## src/rtl/irq_pkg.sv

```systemverilog
package irq_pkg;
  localparam int DATA_W = 8;
  localparam int ADDR_W = 8;
  localparam logic [ADDR_W-1:0] ADDR_ST1 = 8'h03;
  localparam logic [ADDR_W-1:0] ADDR_ST2 = 8'h04;
  localparam logic [ADDR_W-1:0] ADDR_EN1 = 8'h05;
  localparam logic [ADDR_W-1:0] ADDR_EN2 = 8'h06;
  localparam logic [DATA_W-1:0] EN1_RST  = 8'h00;
  localparam logic [DATA_W-1:0] EN2_RST  = 8'h03;
  localparam int POR_BIT = 0;
  typedef logic [DATA_W-1:0] word_t;
endpackage

```

## src/rtl/irq_status_reg.sv

```systemverilog
module irq_status_reg #(
  parameter int W = 8
) (
  input  logic         clk,
  input  logic         rst_n,
  input  logic [W-1:0] set_i,
  input  logic [W-1:0] clr_i,
  output logic [W-1:0] q_o
);
  // set wins over clear so a coincident event survives
  always_ff @(posedge clk or negedge rst_n) begin
    if (!rst_n) q_o <= '0;
    else        q_o <= (q_o & ~clr_i) | set_i;
  end
endmodule

```

## src/rtl/irq_enable_reg.sv

```systemverilog
module irq_enable_reg #(
  parameter int W = 8,
  parameter logic [W-1:0] RST = '0
) (
  input  logic         clk,
  input  logic         rst_n,
  input  logic         we_i,
  input  logic [W-1:0] d_i,
  output logic [W-1:0] q_o
);
  always_ff @(posedge clk or negedge rst_n) begin
    if (!rst_n)    q_o <= RST;
    else if (we_i) q_o <= d_i;
  end
endmodule

```

## src/rtl/irq_pin_gen.sv

```systemverilog
module irq_pin_gen #(
  parameter int W = 8,
  parameter int MASK_BIT = 0
) (
  input  logic         clk,
  input  logic         rst_n,
  input  logic [W-1:0] st1_i,
  input  logic [W-1:0] en1_i,
  input  logic [W-1:0] st2_i,
  input  logic [W-1:0] en2_i,
  input  logic         first_clr_i,
  output logic         por_mask_o,
  output logic         irq_n_o
);
  logic [W-1:0] gate2;

  always_ff @(posedge clk or negedge rst_n) begin
    if (!rst_n)           por_mask_o <= 1'b1;
    else if (first_clr_i) por_mask_o <= 1'b0;
  end

  always_comb begin
    gate2 = en2_i;
    if (por_mask_o) gate2[MASK_BIT] = 1'b0;
    irq_n_o = ~(|(st1_i & en1_i) | |(st2_i & gate2));
  end
endmodule

```

## src/rtl/radio_irq_ctrl.sv

```systemverilog
module radio_irq_ctrl
  import irq_pkg::*;
(
  input  logic              clk,
  input  logic              rst_n,
  input  logic [DATA_W-1:0] evt1_i,
  input  logic [DATA_W-1:0] evt2_i,
  input  logic [ADDR_W-1:0] addr_i,
  input  logic              wr_en_i,
  input  logic [DATA_W-1:0] wr_data_i,
  input  logic              rd_en_i,
  output logic [DATA_W-1:0] rd_data_o,
  output logic              irq_n_o
);
  word_t st1_q, st2_q, en1_q, en2_q;
  word_t clr1, clr2;
  logic  rd_st1, rd_st2, first_clr, por_mask;

  assign rd_st1 = rd_en_i && (addr_i == ADDR_ST1);
  assign rd_st2 = rd_en_i && (addr_i == ADDR_ST2);
  assign clr1   = rd_st1 ? en1_q : '0;
  assign clr2   = rd_st2 ? en2_q : '0;
  // a read that actually removes a pending enabled bit lifts the reset mask
  assign first_clr = |(st1_q & clr1) | |(st2_q & clr2);

  irq_status_reg #(.W(DATA_W)) u_st1 (
    .clk(clk), .rst_n(rst_n), .set_i(evt1_i), .clr_i(clr1), .q_o(st1_q));
  irq_status_reg #(.W(DATA_W)) u_st2 (
    .clk(clk), .rst_n(rst_n), .set_i(evt2_i), .clr_i(clr2), .q_o(st2_q));

  irq_enable_reg #(.W(DATA_W), .RST(EN1_RST)) u_en1 (
    .clk(clk), .rst_n(rst_n), .we_i(wr_en_i && (addr_i == ADDR_EN1)),
    .d_i(wr_data_i), .q_o(en1_q));
  irq_enable_reg #(.W(DATA_W), .RST(EN2_RST)) u_en2 (
    .clk(clk), .rst_n(rst_n), .we_i(wr_en_i && (addr_i == ADDR_EN2)),
    .d_i(wr_data_i), .q_o(en2_q));

  irq_pin_gen #(.W(DATA_W), .MASK_BIT(POR_BIT)) u_pin (
    .clk(clk), .rst_n(rst_n), .st1_i(st1_q), .en1_i(en1_q),
    .st2_i(st2_q), .en2_i(en2_q), .first_clr_i(first_clr),
    .por_mask_o(por_mask), .irq_n_o(irq_n_o));

  always_ff @(posedge clk or negedge rst_n) begin
    if (!rst_n) rd_data_o <= '0;
    else if (rd_en_i) begin
      unique case (addr_i)
        ADDR_ST1: rd_data_o <= st1_q;
        ADDR_ST2: rd_data_o <= st2_q;
        ADDR_EN1: rd_data_o <= en1_q;
        ADDR_EN2: rd_data_o <= en2_q;
        default:  rd_data_o <= '0;
      endcase
    end
  end
endmodule

```

## config.mk

```make
export PLATFORM = sky130hd
export DESIGN_NAME = radio_irq_ctrl
export DESIGN_NICKNAME = d
export VERILOG_FILES = /design/src/rtl/irq_pkg.sv /design/src/rtl/irq_status_reg.sv /design/src/rtl/irq_enable_reg.sv /design/src/rtl/irq_pin_gen.sv /design/src/rtl/radio_irq_ctrl.sv
export SDC_FILE = /design/constraint.sdc
export NUM_CORES = 1
export LEC_CHECK = 0
export ABC_AREA = 1
export BUFFER_PORTS_ARGS = -buffer_cell sky130_fd_sc_hd__buf_2
export CAP_MARGIN = 30
export CORE_AREA = 2 2 76 78
export DETAILED_ROUTE_END_ITERATION = 16
export DIE_AREA = 0 0 78 80
export MAX_ROUTING_LAYER = met4
export PLACE_DENSITY = 0.68
export RECOVER_POWER = 50
export SLEW_MARGIN = 20
export SYNTH_ARGS = -nofsm -noshare
export SYNTH_HDL_FRONTEND = slang
export SYNTH_HIERARCHICAL = 1
export SYNTH_SLANG_ARGS = --single-unit
```

## constraint.sdc

```tcl
create_clock -name clk -period 1 [get_ports clk]
set_clock_uncertainty 0.15 [all_clocks]
set_input_delay 0.1 -clock clk [delete_from_list [all_inputs] [get_ports clk]]
set_output_delay 0.1 -clock clk [all_outputs]
set_load 0.05 [all_outputs]
```

==> Word-level counts from Yosys, hierarchy flattened <==
Cells that the tools add are included.
{ "classes": {"n_bitwise": 13, "muxes": 4, "n_eq_ne": 4, "n_reduce_logical": 8} }
{ "op_table": {"columns": ["cell", "count"], "rows": [
  ["8-bit AND", 6],
  ["8-bit case mux with 4 select lines", 1],
  ["8-bit OR reduction", 4],
  ["8-bit by 3-bit == test with 1-bit output (second input constant)", 3],
  ["8-bit two-way mux", 2],
  ["8-bit inverter", 2],
  ["8-bit bitwise OR", 2],
  ["8-bit by 2-bit == test with 1-bit output (second input constant)", 1],
  ["1-bit logical AND", 4],
  ["1-bit bitwise OR", 2],
  ["1-bit two-way mux", 1],
  ["1-bit inverter", 1]
]} }
{ "totals": {"input_bits": 36, "wordCells": 35, "reg_bits": 41} }

==> Logic depth before layout (Yosys ltp) <==
{ "depth": {"word_depth": 6, "depth_mapped": 11, "ltp_nobuf": 11} }

==> Cells and area by module <==
Netlist, hierarchy kept.
{ "by_module_without_submodules": {"columns": ["module", "instances", "cells_each", "seq_area_each_um2", "area_each_um2"], "rows": [
  ["radio_irq_ctrl", 1, 171, 200.2, 972.2],
  ["irq_status_reg", 2, 40, 200.2, 320.3],
  ["irq_enable_reg at u_en2", 1, 34, 202.7, 307.8],
  ["irq_enable_reg at u_en1", 1, 34, 200.2, 305.3],
  ["irq_pin_gen", 1, 34, 26.3, 161.4]
]} }

==> Worst setup path before layout <==
Ideal clock, no wire load.
{ "synth_timing": {"path_kind": "register -> output", "from": "register u_pin.por_mask_o", "to": "output port irq_n_o", "required_ps": 750, "path_buffers": 0, "stages_incl_launch_ff": 7, "arrival_time_ps": 1163, "setup_slack_ps": -413, "cell_sequence": "dfstp_2 inv_2 nand3_2 nand2_1 nor2_1 nand2_1 nor2_2"} }
{ "synth_between": {"elab_chain_len": 5} }
{ "synth_rtl": {"columns": ["item", "line_no", "text"], "rows": [
  ["start: declaration", "irq_pin_gen.sv:12", "output logic por_mask_o,"],
  ["start signal: assignment", "irq_pin_gen.sv:18", "if (!rst_n) por_mask_o <= 1'b1;"],
  ["start signal: assignment", "irq_pin_gen.sv:19", "else if (first_clr_i) por_mask_o <= 1'b0;"],
  ["1-bit two-way mux", "irq_pin_gen.sv:24", "if (por_mask_o) gate2[MASK_BIT] = 1'b0;"],
  ["8-bit AND", "irq_pin_gen.sv:25", "irq_n_o = ~(|(st1_i & en1_i) | |(st2_i & gate2));"],
  ["8-bit OR reduction", "irq_pin_gen.sv:25", null],
  ["1-bit bitwise OR", "irq_pin_gen.sv:25", null],
  ["1-bit inverter", "irq_pin_gen.sv:25", null],
  ["end: declaration", "radio_irq_ctrl.sv:13", "output logic irq_n_o"]
]} }
Every way passes these cells.

==> Worst setup path in the final report <==
Same ends and word-level chain as after synthesis.

==> results.sh <==
export IMPL_cts_buffers=5
export IMPL_antenna_left=0
export IMPL_synth_net_count=389
export IMPL_outcome="finished with violations"
export IMPL_yosysWarnings=6
export IMPL_netlist_top_cells_area="dfrtp_1 (40%), nand2_1 (24%), inv_1 (9.0%)"
export IMPL_grt_usage_pct=24.5
export IMPL_core_region_area_sq_um=5410
export IMPL_worstMarginPinSlew_ps=370
export IMPL_hold_viol_final=0
export IMPL_vias=2781
export IMPL_cts_sinks=41
export IMPL_crit_family="flip-flops"
export IMPL_diodes=0
export IMPL_dp_hpwl_mm=4.38
export IMPL_r2r_start="u_st2/q_o[4]"
export IMPL_dr_pass1_iters=5
export IMPL_required_ps=750
export IMPL_min_to="rd_data_o[0]"
export IMPL_grt_max_degree=42
export IMPL_final_max_slew_viol_count=0
export IMPL_row_count=27
export IMPL_cp_common_cell="nand2_1"
export IMPL_vias_per_cell=4.95
export IMPL_cellPowerDensity_nw_per_um2=866
export IMPL_fin_cells=562
export IMPL_clkLatencyLatePin_ps=290
export IMPL_violations="negative setup slack"
export IMPL_htree_levels=2
export IMPL_drtIter0Drc=228
export IMPL_min_delay_start="rd_en_i"
export IMPL_r2r_end="u_pin/por_mask_o"
export IMPL_final_nets=525
export IMPL_dieHeight_microns=80
export IMPL_totalWireLength_mm=7.54
export IMPL_cp_buffers_inverters=2
export IMPL_cp_start_kind="flop"
export IMPL_syn_area_sq_um=2390
export IMPL_start_util_pct=44.2
export IMPL_max_freq_mhz=618
export IMPL_tritoncts="built"
export IMPL_slew_headroom_pct=75.3
export IMPL_die_x_microns=78
export IMPL_whs_path_depth=4
export IMPL_cts_root_buf="clkbuf_8"
export IMPL_grt_pass1_wl_mm=11.6
export IMPL_drive_gt1_share_pct=46.7
export IMPL_setup_viol=46
export IMPL_io_pins=45
export IMPL_wl_per_cell_microns=13.4
export IMPL_worst_slack_ps=-618
export IMPL_period_minus_slack_ps=1620
export IMPL_multi_input_area_sq_um=1440
export IMPL_grt_antenna_before_repair=0
export IMPL_arrival_ps=1370
export IMPL_crit_chain="inv_2 > nand3_2 > nand2_1 > nor2_1 > nand2_1 > nor2_4 > buf_6"
export IMPL_regArea_sq_um=1030
export IMPL_ir_drop_v=0.000676
export IMPL_period_share_pct=162
export IMPL_gp_congestion=0.892
export IMPL_critPathCaptureType="output port"
export IMPL_synth_avg_cell_area_sq_um=6.76
export IMPL_criticalPathCategory="flop to output port"
export IMPL_nFillCells=355
export IMPL_port_buffers=44
export IMPL_syn_inst=353
export IMPL_clk_pin_slew_ps=70
export IMPL_cp_slowest_cell="dfstp_2"
export IMPL_power_leakage_nw=2.17
export IMPL_dpl_cell_count=507
export IMPL_dieArea_sq_um=6240
export IMPL_clockBufferDepth=2
export IMPL_drc=0
export IMPL_ys_seq_area_share_pct=43.1
export IMPL_area_delta_synth_final_pct=73.9
export IMPL_yosysTopAreaCell="dfrtp_1"
export IMPL_grt_remaining_overflow=0
export IMPL_r2r_slack_ps=-290
export IMPL_grt_pass1_vias=2597
export IMPL_synth_top_area_share_pct=39.8
export IMPL_rsz0062_at_grt="true"
export IMPL_place_ws_ps=-474
export IMPL_ys_ff_latch=41
export IMPL_hold_path_class="input port to flop"
export IMPL_critPathMaxFanout=2
export IMPL_reg2reg_depth=8
export IMPL_slowest_delay_ps=530
export IMPL_ys_types=23
export IMPL_maxCapViolCount=0
## worst register-to-register path: stages, from the launching register on
cell and delay, ps:
dfrtp_1 410, buf_6 140, nand4_1 80, nand2_1 50, inv_1 50, nand2_1 40
nor2_1 120, nand2_1 100, nor2_1 100
## cell usage in the layout (no fill, tap or decap), types with 10 or more instances in the layout
cell type      synthesis  final
nor2_4                 0     12
dlygate4sd3_1          0     25
buf_6                  4     48
buf_2                  2     28
nand2_1              152    113
nand4_1               17     17
nand3_2                1     13
nand2_4                1     10
inv_1                 57     44
buf_4                  1     31
nor2_1                34     19
dfrtp_1               38     38
nand2_2                4     32
## power breakdown
part	total [mW]	internal, mW	switching [mW]
clock	1.11	0.563	0.549
combinational	0.760	0.353	0.406
sequential	1.72	1.70	0.0246
total	3.59	2.61	0.980
## area by class of cell
cell class	instances	area share [%]
multi-input combinational	242	34.7
timing repair buffer	136	29.7
sequential	41	24.8
inverter	63	6.39
clock buffer	8	2.17
tap	72	2.17
## through the flow
stage	cell area, sq um	TNS (ps)	utilization (%)	hold slack, ps	total power, mW
3_3_place_gp	3080	-14700	56.9	-64.8	2.26
5_1_grt	4150	-6760	76.8	95.0	3.78
4_1_cts	3800	-3240	70.4	78.5	3.55
3_5_place_dp	3080	-15590	56.9	-61.4	2.27
2_1_floorplan	2470	-5490	-	-346	2.02
6_report	4150	-4490	76.8	98.4	3.59
## routing by layer
metal,up-vias,track usage [%],wire (microns)
met5,-,-,0
li1,1333,-,-
met4,0,8.95,154
met3,23,3.05,463
met1,1289,31.1,3170
met2,136,40.6,3760
## cells in the mapped netlist
| cell type | instances |
|---|---|
| buf_6 | 4 |
| buf_4 | 1 |
| dfstp_2 | 3 |
| nor2_2 | 4 |
| inv_2 | 5 |
| buf_2 | 2 |
| nand3_1 | 14 |
| nor2_1 | 34 |
| inv_1 | 57 |
| o21ai_1 | 8 |
| dfrtp_1 | 38 |
| clkbuf_2 | 1 |
| nand2_1 | 152 |
| nor3_1 | 1 |
| and3b_1 | 1 |
| nand3_2 | 1 |
| clkinv_1 | 1 |
| o21ai_0 | 1 |
| and2_4 | 1 |
| nand4_1 | 17 |
| nand2_2 | 4 |
| nand2_4 | 1 |
| nor2_8 | 2 |
## flip-flops by register name (all words and copies together), names as in the netlist
signal	count
rd_data_o	8
u_en1/q_o	8
u_en2/q_o	8
u_st1/q_o	8
u_st2/q_o	8
u_pin/por_mask_o	1
## worst max-delay path by stage
stage / end / cells past startpoint / from
detailed placement: u_pin/por_mask_o / 12 / addr_i[2]
floorplan: irq_n_o / 6 / u_pin/por_mask_o
global placement: u_pin/por_mask_o / 12 / addr_i[2]
finish: irq_n_o / 7 / u_pin/por_mask_o
global route: irq_n_o / 7 / u_pin/por_mask_o
CTS: irq_n_o / 7 / u_pin/por_mask_o
## cells by family after synthesis
| family | after synthesis | synth area share [%] |
|---|---|---|
| AND/OR/NAND/NOR | 232 | 42.2 |
| buffers and inverters | 71 | 12.7 |
| flip-flops | 41 | 43.1 |
| AO/OA/AOI/OAI | 9 | 1.89 |
## repair_timing
| item | CTS | global route |
|---|---|---|
| endpoints found under the hold margin | 73 | 0 |
| cloned | 1 | 0 |
| resized for setup | 88 | 86 |
| hold buffers | 25 | 0 |
| pin swaps | 38 | 47 |
| endpoints found under the setup margin | 48 | 50 |
| setup buffers | 14 | 19 |
Note: power is estimated with default switching activity, not from simulation.
